<file path="src/rtl/arb_rot_pkg.sv">
package arb_rot_pkg;
  typedef enum logic {
    ARB_IDLE = 1'b0,
    ARB_BUSY = 1'b1
  } arb_state_e;

  function automatic int mod_wrap(input int value, input int modulus);
    return value % modulus;
  endfunction
endpackage

</file>
<file path="src/rtl/arb_rot_shift.sv">
module arb_rot_shift #(
  parameter int NUM_PORTS = 4,
  parameter int IDW       = 2
) (
  input  logic [NUM_PORTS-1:0] vec_i,
  input  logic [IDW-1:0]       amt_i,
  output logic [NUM_PORTS-1:0] rot_o
);
  // Rotate right: output slot k looks at port (k + amt)
  for (genvar k = 0; k < NUM_PORTS; k++) begin : g_slot
    always_comb begin
      rot_o[k] = vec_i[arb_rot_pkg::mod_wrap(k + int'(amt_i), NUM_PORTS)];
    end
  end
endmodule

</file>
<file path="src/rtl/arb_prio_enc.sv">
module arb_prio_enc #(
  parameter int NUM_PORTS = 4,
  parameter int IDW       = 2
) (
  input  logic [NUM_PORTS-1:0] vec_i,
  output logic [IDW-1:0]       idx_o,
  output logic                 any_o
);
  // Lowest set slot wins
  always_comb begin
    idx_o = '0;
    any_o = 1'b0;
    for (int k = NUM_PORTS - 1; k >= 0; k--) begin
      if (vec_i[k]) begin
        idx_o = IDW'(k);
        any_o = 1'b1;
      end
    end
  end
endmodule

</file>
<file path="src/rtl/arb_mod_add.sv">
module arb_mod_add #(
  parameter int NUM_PORTS = 4,
  parameter int IDW       = 2
) (
  input  logic [IDW-1:0] a_i,
  input  logic [IDW-1:0] b_i,
  output logic [IDW-1:0] sum_o
);
  always_comb begin
    sum_o = IDW'(arb_rot_pkg::mod_wrap(int'(a_i) + int'(b_i), NUM_PORTS));
  end
endmodule

</file>
<file path="src/rtl/rr_rotate_arbiter.sv">
module rr_rotate_arbiter #(
  parameter int NUM_PORTS = 4,
  localparam int IDW = (NUM_PORTS > 1) ? $clog2(NUM_PORTS) : 1
) (
  input  logic                 clk,
  input  logic                 rst_n,
  input  logic [NUM_PORTS-1:0] req_i,
  input  logic [NUM_PORTS-1:0] done_i,
  output logic [NUM_PORTS-1:0] gnt_o,
  output logic [IDW-1:0]       gnt_id_o,
  output logic                 busy_o
);
  import arb_rot_pkg::*;

  arb_state_e           state_q;
  logic [IDW-1:0]       cnt_q;
  logic [IDW-1:0]       id_q;
  logic [NUM_PORTS-1:0] rot_req;
  logic [IDW-1:0]       enc_idx;
  logic                 enc_any;
  logic [IDW-1:0]       winner;
  logic [IDW-1:0]       cnt_next;
  logic                 complete;

  arb_rot_shift #(.NUM_PORTS(NUM_PORTS), .IDW(IDW)) u_shift (
    .vec_i (req_i),
    .amt_i (cnt_q),
    .rot_o (rot_req)
  );

  arb_prio_enc #(.NUM_PORTS(NUM_PORTS), .IDW(IDW)) u_enc (
    .vec_i (rot_req),
    .idx_o (enc_idx),
    .any_o (enc_any)
  );

  // Add the rotation back so the index names the real port
  arb_mod_add #(.NUM_PORTS(NUM_PORTS), .IDW(IDW)) u_fix (
    .a_i   (enc_idx),
    .b_i   (cnt_q),
    .sum_o (winner)
  );

  arb_mod_add #(.NUM_PORTS(NUM_PORTS), .IDW(IDW)) u_step (
    .a_i   (cnt_q),
    .b_i   (IDW'(1)),
    .sum_o (cnt_next)
  );

  assign complete = (state_q == ARB_BUSY) && done_i[id_q];

  always_ff @(posedge clk or negedge rst_n) begin
    if (!rst_n) begin
      state_q <= ARB_IDLE;
      cnt_q   <= '0;
      id_q    <= '0;
    end else begin
      case (state_q)
        ARB_IDLE: begin
          if (enc_any) begin
            state_q <= ARB_BUSY;
            id_q    <= winner;
          end
        end
        ARB_BUSY: begin
          if (complete) begin
            state_q <= ARB_IDLE;
            cnt_q   <= cnt_next;
          end
        end
        default: state_q <= ARB_IDLE;
      endcase
    end
  end

  for (genvar p = 0; p < NUM_PORTS; p++) begin : g_gnt
    assign gnt_o[p] = (state_q == ARB_BUSY) && (id_q == IDW'(p));
  end

  assign gnt_id_o = id_q;
  assign busy_o   = (state_q == ARB_BUSY);
endmodule

</file>
<file path="config.mk">
export PLATFORM = sky130hd
export DESIGN_NAME = rr_rotate_arbiter
export DESIGN_NICKNAME = d
export VERILOG_FILES = /design/src/rtl/arb_rot_pkg.sv /design/src/rtl/arb_rot_shift.sv /design/src/rtl/arb_prio_enc.sv /design/src/rtl/arb_mod_add.sv /design/src/rtl/rr_rotate_arbiter.sv
export SDC_FILE = /design/constraint.sdc
export NUM_CORES = 1
export LEC_CHECK = 0
export BUFFER_PORTS_ARGS = -buffer_cell sky130_fd_sc_hd__buf_4
export CAP_MARGIN = 20
export CORE_AREA = 2 2 39 41
export DETAILED_ROUTE_END_ITERATION = 8
export DIE_AREA = 0 0 41 43
export GPL_TIMING_DRIVEN = 0
export SETUP_SLACK_MARGIN = 0.05
export SYNTH_ARGS = -nofsm -noshare
export SYNTH_HDL_FRONTEND = slang
export SYNTH_SLANG_ARGS = --single-unit
</file>
<file path="constraint.sdc">
create_clock -name clk -period 2.4 [get_ports clk]
set_input_delay 0.48 -clock clk [delete_from_list [all_inputs] [get_ports clk]]
set_output_delay 0.48 -clock clk [all_outputs]
set_load 0.01 [all_outputs]
</file>
======== Word-level counts from Yosys, hierarchy flattened ========
Index checks and enable logic that the tools add are counted.
word-level totals
  flip-flop bits (word level) ............. 5
  logic and storage cells ................. 54
  output and inout port bits .............. 7
  input port bits ......................... 10
operators by class
  reductions and logical operators ........ 11
  multiplexer cells ....................... 24
  eq/ne operators ......................... 3
  add/subtract/negate cells ............... 4
  bitwise logic cells ..................... 4
  $lt $le $gt $ge ......................... 5
operators by type and width
  cell                                                        count
  two-way mux 1 bit                                           14
  less-than comparator 3 x 4 -> 1 bit, second input constant  3
  binary-select mux 1 bit (select 2 bit)                      5
  two-way mux 2 bit                                           4
  less-than comparator 2 x 3 -> 1 bit, second input constant  2
  OR reduction 2 bit                                          3
  logical AND 1 bit                                           5
  adder 2 bit, first input constant                           2
  equality test 2 bit, second input constant                  2
  AND reduction 2 bit                                         2
  AND 1 bit, first input constant                             3
  adder 1 x 2 -> 2 bit, first input constant                  1
  adder 2 bit                                                 1
  equality test 2 x 1 -> 1 bit, second input constant         1
  logical NOT 2 bit                                           1
  one-hot mux 1 bit (2 select lines)                          1
  inverter 1 bit                                              1

======== Longest topological paths before layout ========
Gate-level depths: netlist of run 1.
  word-level depth ........................ 12
  mapped depth ............................ 9

======== By module ========
Synthesis of run 1 repeated with hierarchy kept, for this count alone.
unflattened totals
  cell total of the unflattened synthesis .. 40
  area, all modules ....................... 464.2 µm²
by module, submodules not included
  module             instances  area an instance (µm²)  cells an instance  sequential area each (µm²)
  rr_rotate_arbiter  1          251.5                   25                 125.1
  arb_rot_shift      1          105.1                   4                  0.0
  arb_mod_add        2          36.3                    2                  0.0
  arb_prio_enc       1          35.0                    7                  0.0

======== Worst setup path after synthesis of run 1 ========
No wires, ideal clock.
  path type ............................... register to register
  start point ............................. register cnt_q[0]
  end point ............................... register id_q[1] (netlist: gnt_id_o[1])
  library setup time ...................... 0.125 ns
  stages on the path, launching flop included .. 8
  period minus slack after synthesis ...... 1.770 ns
  buffers on the path ..................... 1
  path slack .............................. 0.630 ns
  arrival ................................. 1.645 ns
  cell sequence ........................... dfrtp_1 -> buf_6 -> o311a_2 -> o21ai_0 -> ha_1 -> xnor2_1 -> xnor2_1 -> mux2_2
on the way
  longest elaborated chain between the ends .. 9
  elaborated cells between the ends (all ways) .. 24
RTL lines
  what                                                                  RTL line                 RTL
  start: declaration                                                    rr_rotate_arbiter.sv:16  logic [IDW-1:0] cnt_q;
  start signal: assignment                                              rr_rotate_arbiter.sv:68  cnt_q <= cnt_next;
  adder 2 bit                                                           arb_rot_shift.sv:12      rot_o[k] = vec_i[arb_rot_pkg::mod_wrap(k + int'(amt_i), NUM_PORTS)];
  binary-select mux 1 bit (select 2 bit)                                arb_rot_shift.sv:12
  two-way mux 1 bit (implied by the code) (2 in series)                 arb_rot_shift.sv:12
  two-way mux 2 bit or two-way mux 1 bit (tied branches) (4 in series)  arb_prio_enc.sv:14       if (vec_i[k]) begin
  adder 2 bit or AND reduction 2 bit (tied branches)                    -
  end signal: assignment                                                rr_rotate_arbiter.sv:62  id_q <= winner;
  end: declaration                                                      rr_rotate_arbiter.sv:17  logic [IDW-1:0] id_q;
Parallel ways exist; a longest one is shown, timed or not. The select of a mux whose other input is x is not followed.
A chain may end at the register's enable or synchronous reset.

======== Worst setup path after layout of run 1 ========
Ends and elaborated chain as after synthesis.

==> impl_metrics.py, run 1 <==
metrics = {
    "place": {
        "hpwl_um": 625,
        "gp_congestion": 0.689,
        "dp_worst_setup_slack_ps": 438,
        "port_buffers": 16,
        "place_area_sq_um": 531,
    },
    "route": {
        "wire_per_inst_um": 10.3,
        "ant_nets": 0,
        "wl_um": 801,
        "first_iter_violations": 9,
        "drt_first_pass_iters": 4,
        "drc_errors": 0,
        "viasPerCell": 4.68,
        "vias": 365,
    },
    "synth": {
        "yosysMostFrequentCell": "nor2_1",
        "synth_top_area_cell": "dfrtp_1",
        "synthTopCellsByCount": "nor2_1 (9), dfrtp_1 (5), nand2_1 (4), xnor2_1 (3)",
        "syn_avg_cell_area_sq_um": 9.29,
        "ys_async_sr_fraction_pct": 100,
        "synth_flop_cell": "dfrtp_1",
        "synthTopCellsByArea": "dfrtp_1 (32%), mux4_2 (12%), nor2_1 (8.7%), xnor2_1 (6.7%), mux2_2 (5.8%)",
        "synth_area_sq_um": 390,
        "synth_cell_type_count": 21,
        "yosysWarnings": 0,
        "post-synth-top-area-fraction_pct": 32.1,
        "synth_seq_cells": 5,
        "synthesis.nets": 53,
        "synthCells": 42,
        "yosysSeqAreaShare_pct": 32.1,
        "synth-edff-count": 0,
    },
    "clock_network": {
        "cts_tree": "built",
        "cts_max_level": 1,
        "clockBufferDepth": 2,
        "clk_pin_slew_ps": 40,
        "cts-buffers-inserted": 3,
        "cts-root-buf": "clkbuf_4",
        "insertion_delay_ps": 230,
        "ctsHoldBuffers": 0,
        "cts_setup_buffers": 0,
        "cts_resized": 0,
        "cts.sinks": 5,
    },
    "critical_path": {
        "r2r_end": "gnt_id_o[1]",
        "critical_path_class": "register to register",
        "critPathArrivalTime_ps": 1970,
        "worstRegToRegCells": 7,
        "worstSetupStartpointType": "register",
        "worst_ep_required_time_ps": 2510,
        "crit_fanout": 9,
        "end_kind": "register",
        "r2r_slack_ps": 540,
        "r2r_start": "cnt_q[0]",
    },
    "layout": {
        "final_cell_area_sq_um": 557,
        "final_nets": 74,
        "diodes": 0,
        "fin_util_pct": 40.2,
        "layout-drive-gt1-share_pct": 40.3,
        "syn2layout_area_growth_pct": 42.6,
    },
    "grt": {
        "grt_pass1_vias": 301,
        "grt_pass1_wl_um": 1210,
        "grt_usage_pct": 10.1,
        "grt_max_degree": 10,
        "grt_overflow": 0,
        "antenna_found_initial": 0,
    },
    "floorplan": {
        "start_util_pct": 28.2,
        "row_count": 14,
        "dieHeight_um": 43,
        "top_level_ports": 17,
        "die-area_sq_um": 1760,
        "core_sq_um": 1380,
        "die_w_um": 41,
    },
    "timing": {
        "max_freq_ghz": 0.538,
        "rsz0062_at_grt": "false",
        "tightest_slew_ps": 223,
        "fin_ws_ps": 543,
        "slew_headroom_pct": 85.0,
        "min_period_over_period_pct": 77.4,
        "hold_viol": 0,
        "fin_setup_tns_ps": 0,
        "finalClockSkew_ps": 0.122,
        "fin_crit_ps": 1860,
        "final_max_slew_viol_count": 0,
        "setup_viol": 0,
    },
    "power": {
        "p_leak_nw": 0.262,
        "p_per_area_nw_per_um2": 1280,
        "ir_worst_vdd_mv": 0.573,
    },
    "status": {
        "status": "finished clean",
    },
    "run": {
        "cap_violations": 0,
    },
    "worst_hold_path": {
        "hp-class": "primary input to async pin",
    },
}
-- power by group --
part           leakage, nW  total, mW  internal, mW  switching [mW]
Sequential          0.0577      0.198         0.131          0.0667
Combinational        0.189      0.423         0.252           0.171
Clock               0.0150     0.0927        0.0626          0.0301
Total                0.262      0.713         0.446           0.268
-- layer usage --
| metal | up-vias | GRT usage (%) | part of all wire, % | wire (um) |
|---|---|---|---|---|
| met4 | 0 | 6.00 | 0 | 0 |
| li1 | 192 | - | - | - |
| met3 | 0 | 0 | 5.6 | 45 |
| met1 | 163 | 16.1 | 48 | 382 |
| met5 | - | 0 | 0 | 0 |
| met2 | 10 | 13.1 | 47 | 373 |
-- layout by cell type (no fill, tap or decap), types with 2 or more instances in the layout --
cell type / count
dfrtp_1: 5
nor2_1: 9
and3_1: 2
nand2_1: 4
clkbuf_4: 3
buf_4: 16
mux4_2: 2
xnor2_1: 3
mux2_2: 2
a21oi_1: 2
-- registers in the layout, indices dropped and copies added (netlist names) --
| signal | cells |
|---|---|
| busy_o | 1 |
| cnt_q | 2 |
| gnt_id_o | 2 |
-- through the flow --
stage                     hold WS (ps)  std cells  power [mW]
final                             34.9         78       0.713
after CTS                         23.6         78       0.729
after global routing              24.9         78       0.782
after detailed placement           281         74       0.628
after global placement             281         74       0.629
after floorplan                    184         42       0.474
-- cell type report --
class                   instances  area [sq um]
repair buffers                 16           120
plain buffers                   1          11.3
well taps                      16          20.0
flip-flops and latches          5           125
fillers                       152           827
inverters                       1          3.75
clock buffers                   4          26.3
multi-input cells              35           250
-- worst max path at each step --
stage,start,end,slack [ps],depth (start not counted)
final,cnt_q[0],gnt_id_o[1],540,7
after global routing,cnt_q[0],gnt_id_o[1],440,7
after CTS,cnt_q[0],gnt_id_o[1],520,7
after detailed placement,req_i[2],gnt_id_o[1],440,9
after global placement,req_i[2],gnt_id_o[1],450,7
after floorplan,cnt_q[0],gnt_id_o[1],630,7
-- logic make-up (layout without fill, tap and decap cells) --
group	Yosys count	count (layout)	synth area share, %
buffers and inverters	2	22	3.85
adder cells (fa/ha/maj)	1	1	3.20
XOR/XNOR	4	4	8.98
flip-flops	5	5	32.1
AND/OR/NAND/NOR	20	20	24.0
multiplexers	4	4	17.3
AO/OA/AOI/OAI	6	6	10.6
-- worst max-delay path, stage by stage (launching register included) --
cell and delay, ps:
dfrtp_1 380, buf_6 140, o311a_2 380, o21ai_0 170, ha_1 180, xnor2_1 130, xnor2_1 80, mux2_2 260
Power figures use the tool's default switching activity.
==> run 2, diff against run 1 <==
- ABC_AREA: unset -> 1
- PLACE_DENSITY: unset -> 0.66
- clock period: 2.4 -> 1.9 ns (I/O delays scaled with it)
==> impl_metrics.py, run 2 <==
metrics = {
    "run": {
        "cap_violations": 0,
    },
    "floorplan": {
        "dieHeight_um": 43,
        "row_count": 14,
        "top_level_ports": 17,
        "core_sq_um": 1380,
        "die_w_um": 41,
        "die-area_sq_um": 1760,
        "start_util_pct": 39.6,
    },
    "critical_path": {
        "critPathArrivalTime_ps": 1960,
        "cpPeakStageDelay_ps": 400,
        "critical_path_class": "register to register",
        "worst_ep_required_time_ps": 2030,
        "end_kind": "register",
        "worst-path-buf-inv": 3,
        "worstRegToRegCells": 15,
        "path_cells": "buf_6 > inv_8 > nand2_2 > nand2_4 > nand2_2 > nand2_2 > nand3_2 > a21oi_2 > ha_2 > xnor2_2 > inv_1 > nand2_1 > nand2_1 > nor2_1 > nor2_1",
        "worstSetupStartpointType": "register",
        "crit_path_frequent_cell": "nand2_2",
        "r2r_end": "gnt_id_o[1]",
        "critPathTopFamily": "simple AND/OR/NAND/NOR gates",
        "crit_fanout": 6,
        "r2r_slack_ps": 80,
        "slowest_stage": "dfrtp_1",
        "r2r_start": "cnt_q[0]",
    },
    "grt": {
        "antenna_found_initial": 0,
        "grt_pass1_wl_um": 2200,
        "grt_overflow": 0,
        "grt_usage_pct": 18.1,
        "grt_pass1_vias": 580,
        "grt_max_degree": 9,
    },
    "layout": {
        "layout-drive-gt1-share_pct": 46.7,
        "final_common_cell": "nand2_1",
        "most-common-layout-cells": "nand2_1 (29), buf_4 (22), nand2_2 (17)",
        "register_area_sq_um": 125,
        "fin_util_pct": 60.3,
        "diodes": 0,
        "final_nets": 132,
        "stdcell_count": 136,
        "multi_input_area_sq_um": 402,
        "fill_cells": 141,
        "syn2layout_area_growth_pct": 52.3,
    },
    "synth": {
        "synth_fa_ha_area_share_pct": 2.28,
        "synthesis.nets": 102,
        "synth-compound-area-share_pct": 3.65,
        "synthTopCellsByCount": "nand2_1 (36), nand2_2 (11), nand3_1 (11), inv_1 (8), dfrtp_1 (5)",
        "synth_cell_type_count": 17,
        "synth_seq_cells": 5,
        "synthTopCellsByArea": "nand2_1 (25%), dfrtp_1 (23%), nand2_2 (13%), nand3_1 (10%), inv_1 (5.5%)",
        "synth_xor_area_share_pct": 3.20,
        "yosysSeqAreaShare_pct": 22.8,
        "synth-edff-count": 0,
        "synth_top_area_cell": "nand2_1",
        "yosysWarnings": 0,
        "synth_top_family_by_area": "simple AND/OR/NAND/NOR gates",
        "synthCells": 91,
        "ys_async_sr_fraction_pct": 100,
        "syn_avg_cell_area_sq_um": 6.02,
        "post-synth-top-area-fraction_pct": 24.7,
        "synth_flop_cell": "dfrtp_1",
        "synth_area_sq_um": 548,
        "yosys.area_share.simple_pct": 55.7,
        "synth_mux_area_share_pct": 0,
        "yosysMostFrequentCell": "nand2_1",
    },
    "route": {
        "ant_nets": 0,
        "drt_first_pass_iters": 4,
        "first_iter_violations": 7,
        "viasPerCell": 4.79,
        "wire_per_inst_um": 10.6,
        "vias": 652,
        "wl_um": 1440,
        "drc_errors": 0,
    },
    "clock_network": {
        "clockBufferDepth": 2,
        "cts_tree": "built",
        "clk_pin_slew_ps": 50,
        "insertion_delay_ps": 240,
        "cts_max_level": 1,
        "cts-buffers-inserted": 3,
        "cts.sinks": 5,
        "cts-root-buf": "clkbuf_4",
    },
    "worst_hold_path": {
        "hp-class": "primary input to async pin",
    },
    "timing": {
        "finalClockSkew_ps": 7.11,
        "slew_headroom_pct": 86.2,
        "max_freq_ghz": 0.548,
        "setup_viol": 0,
        "hold_viol": 0,
        "rsz0062_at_grt": "true",
        "fin_setup_tns_ps": 0,
        "tightest_slew_ps": 204,
        "fin_crit_ps": 1820,
        "min_period_over_period_pct": 96.0,
        "final_max_slew_viol_count": 0,
    },
    "power": {
        "p_per_area_nw_per_um2": 2000,
        "ir_worst_vdd_mv": 0.815,
        "p_total_mw": 1.67,
        "p_leak_nw": 0.463,
    },
    "place": {
        "hpwl_um": 970,
        "dp_cells": 123,
        "port_buffers": 16,
        "gp_congestion": 0.777,
    },
    "status": {
        "status": "finished clean",
    },
}
run 2: cell count changes after synthesis, sizes merged, moves of 2 or more:
cell   previous run  this run
xnor2             3         1
nand2             4        47
nor2              9         4
inv               1        10
mux2              2         0
nand3             1        11
mux4              2         0
and3              2         0
nor3              1         4
run 2: how the worst max path moves through the flow:
| stage | slack, ps | depth (start not counted) | to | from |
|---|---|---|---|---|
| finish | 80 | 15 | gnt_id_o[1] | cnt_q[0] |
| global route | -50 | 15 | gnt_id_o[1] | cnt_q[0] |
| CTS | 60 | 15 | gnt_id_o[1] | cnt_q[0] |
| detailed placement | 30 | 15 | gnt_id_o[1] | cnt_q[0] |
| global placement | 70 | 15 | gnt_id_o[1] | cnt_q[0] |
| floorplan | 220 | 15 | gnt_id_o[1] | cnt_q[0] |
run 2: area by class of cell:
| class | instances | area share [%] |
|---|---|---|
| repair buffers | 25 | 22.9 |
| multi-input cells | 74 | 48.1 |
| plain buffers | 2 | 2.70 |
| flip-flops and latches | 5 | 15.0 |
| well taps | 16 | 2.40 |
| inverters | 10 | 5.70 |
| clock buffers | 4 | 3.15 |
run 2: cells by family after synthesis:
logic type | count (synthesis)
buffers and inverters | 12
flip-flops | 5
adder cells (fa/ha/maj) | 1
XOR/XNOR | 2
AND/OR/NAND/NOR | 67
AO/OA/AOI/OAI | 4
run 2: power by group:
group          internal, mW  switching (mW)
Sequential            0.167          0.0621
Combinational         0.598           0.720
Clock                0.0793          0.0424
Total                 0.845           0.824
run 2: through the flow:
step                cell area (sq um)  hold slack [ps]  setup slack (ps)
floorplan                         548             84.4               217
global placement                  688              181              65.7
detailed placement                688              182              26.1
CTS                               786              467              56.7
global route                      835              500             -53.2
finish                            835              489              75.4
run 2: what timing repair did:
item	CTS	global route
pin swaps	5	12
endpoints found under the setup margin	1	1
hold buffers	1	0
buffers inserted	4	3
gates resized for setup	8	9
endpoints found under the hold margin	5	0
gates cloned	1	0
run 2: per-layer routing:
metal  wire [um]  up-vias  GRT usage (%)
li1            -      344              -
met1         591      285           20.7
met2         727       21           30.6
met3         103        2           6.28
met4          15        0           4.00
met5           0        -              0
==> run 3, diff against run 2 <==
- RECOVER_POWER: unset -> 100
==> impl_metrics.py, run 3 (synthesis gave the netlist of run 2 again) <==
metrics = {
    "layout": {
        "stdcell_count": 136,
        "most-common-layout-cells": "nand2_1 (29), buf_4 (20), nand2_2 (17)",
        "diodes": 0,
        "final_nets": 132,
        "final_common_cell": "nand2_1",
        "layout-drive-gt1-share_pct": 45.0,
        "fill_cells": 142,
        "multi_input_area_sq_um": 402,
        "register_area_sq_um": 125,
        "syn2layout_area_growth_pct": 50.9,
        "final_cell_area_sq_um": 827,
    },
    "timing": {
        "fin_crit_ps": 1820,
        "tightest_slew_ps": 252,
        "finalClockSkew_ps": 6.99,
        "hold_viol": 0,
        "setup_viol": 0,
        "max_freq_ghz": 0.548,
        "slew_headroom_pct": 83.2,
        "min_period_over_period_pct": 96.0,
        "final_max_slew_viol_count": 0,
        "rsz0062_at_grt": "true",
    },
    "grt": {
        "grt_max_degree": 9,
        "grt_pass1_wl_um": 2200,
        "grt_overflow": 0,
        "antenna_found_initial": 0,
        "grt_usage_pct": 18.1,
        "grt_pass1_vias": 580,
    },
    "route": {
        "first_iter_violations": 7,
        "wire_per_inst_um": 10.6,
        "wl_um": 1440,
        "ant_nets": 0,
        "viasPerCell": 4.79,
        "vias": 652,
        "drc_errors": 0,
        "drt_first_pass_iters": 4,
    },
    "critical_path": {
        "worstSetupStartpointType": "register",
        "startpoint": "cnt_q[0]",
        "critical_path_class": "register to register",
        "r2r_start": "cnt_q[0]",
        "critPathArrivalTime_ps": 1960,
        "r2r_slack_ps": 80,
        "worst_ep_required_time_ps": 2030,
        "end_kind": "register",
        "crit_fanout": 6,
    },
    "floorplan": {
        "dieHeight_um": 43,
        "die_w_um": 41,
        "die-area_sq_um": 1760,
        "top_level_ports": 17,
        "core_sq_um": 1380,
        "row_count": 14,
        "start_util_pct": 39.6,
    },
    "clock_network": {
        "cts.sinks": 5,
        "cts_max_level": 1,
        "clockBufferDepth": 2,
        "cts_tree": "built",
        "clk_pin_slew_ps": 40,
        "cts-buffers-inserted": 3,
        "cts-root-buf": "clkbuf_4",
        "insertion_delay_ps": 240,
    },
    "worst_hold_path": {
        "hp-class": "primary input to async pin",
    },
    "place": {
        "place_area_sq_um": 688,
        "hpwl_um": 970,
        "gp_congestion": 0.777,
        "port_buffers": 16,
        "dp_cells": 123,
    },
    "power": {
        "ir_worst_vdd_mv": 0.815,
        "p_leak_nw": 0.455,
        "p_per_area_nw_per_um2": 2010,
    },
    "status": {
        "status": "finished clean",
    },
    "run": {
        "cap_violations": 0,
    },
}
run 3: cell types whose count changed in the layout (fill, tap and decap cells not counted), sizes merged:
cell    previous run  this run
buf               26        24
clkbuf             4         6
run 3: repair_timing:
action,4_1_cts,5_1_grt
hold endpoints to repair,5,0
hold buffers,1,0
cloned,1,0
pin swaps,5,12
endpoints found under the setup margin,1,1
resized for setup,8,9
buffers inserted,4,3
run 3: worst max-delay path, cell delays in order, from the launching register on:
cell and delay (ps):
dfrtp_1 400, buf_6 150, inv_8 70, nand2_2 70, nand2_4 70, nand2_2 50, nand2_2 80, nand3_2 80
a21oi_2 120, ha_2 200, xnor2_2 120, inv_1 50, nand2_1 50, nand2_1 50, nor2_1 90, nor2_1 50
run 3: per-layer routing:
layer	wire length, um	GRT usage [%]
met1	595	20.7
met2	724	30.6
met3	102	6.28
met4	15	4.00
met5	0	0
run 3: worst paths after layout:
check / cells after the start / to
worst min register to register: 2 / gnt_id_o[0]
min in group clk: 4 / busy_o
worst max register to register: 15 / gnt_id_o[1]
worst min-delay path: 2 / gnt_id_o[0]
max in group asynchronous: 2 / cnt_q[0]
worst max-delay path: 15 / gnt_id_o[1]
run 3: layout make-up:
class | instances | area share [%]
Buffer | 2 | 2.72
Clock buffer | 4 | 3.18
Inverter | 10 | 5.75
Sequential cell | 5 | 15.1
Multi-Input combinational cell | 74 | 48.6
Tap cell | 16 | 2.42
Timing Repair Buffer | 25 | 22.2
run 3: power breakdown:
part	switching, mW	total (mW)	internal, mW
combinational	0.719	1.31	0.589
clock	0.0422	0.122	0.0793
sequential	0.0620	0.229	0.167
total	0.823	1.66	0.835
run 3: metrics by stage:
| stage | hold slack (ps) | power [mW] | setup TNS [ps] | util, % | setup slack, ps |
|---|---|---|---|---|---|
| finish | 529 | 1.66 | 0 | 59.8 | 75.4 |
| global route | 557 | 1.83 | -53.2 | 59.8 | -53.2 |
| CTS | 467 | 1.53 | 0 | 56.8 | 56.7 |
| detailed placement | 182 | 1.25 | 0 | 49.7 | 26.1 |
| global placement | 181 | 1.23 | 0 | 49.7 | 65.7 |
| floorplan | 84.4 | 0.992 | 0 | - | 217 |
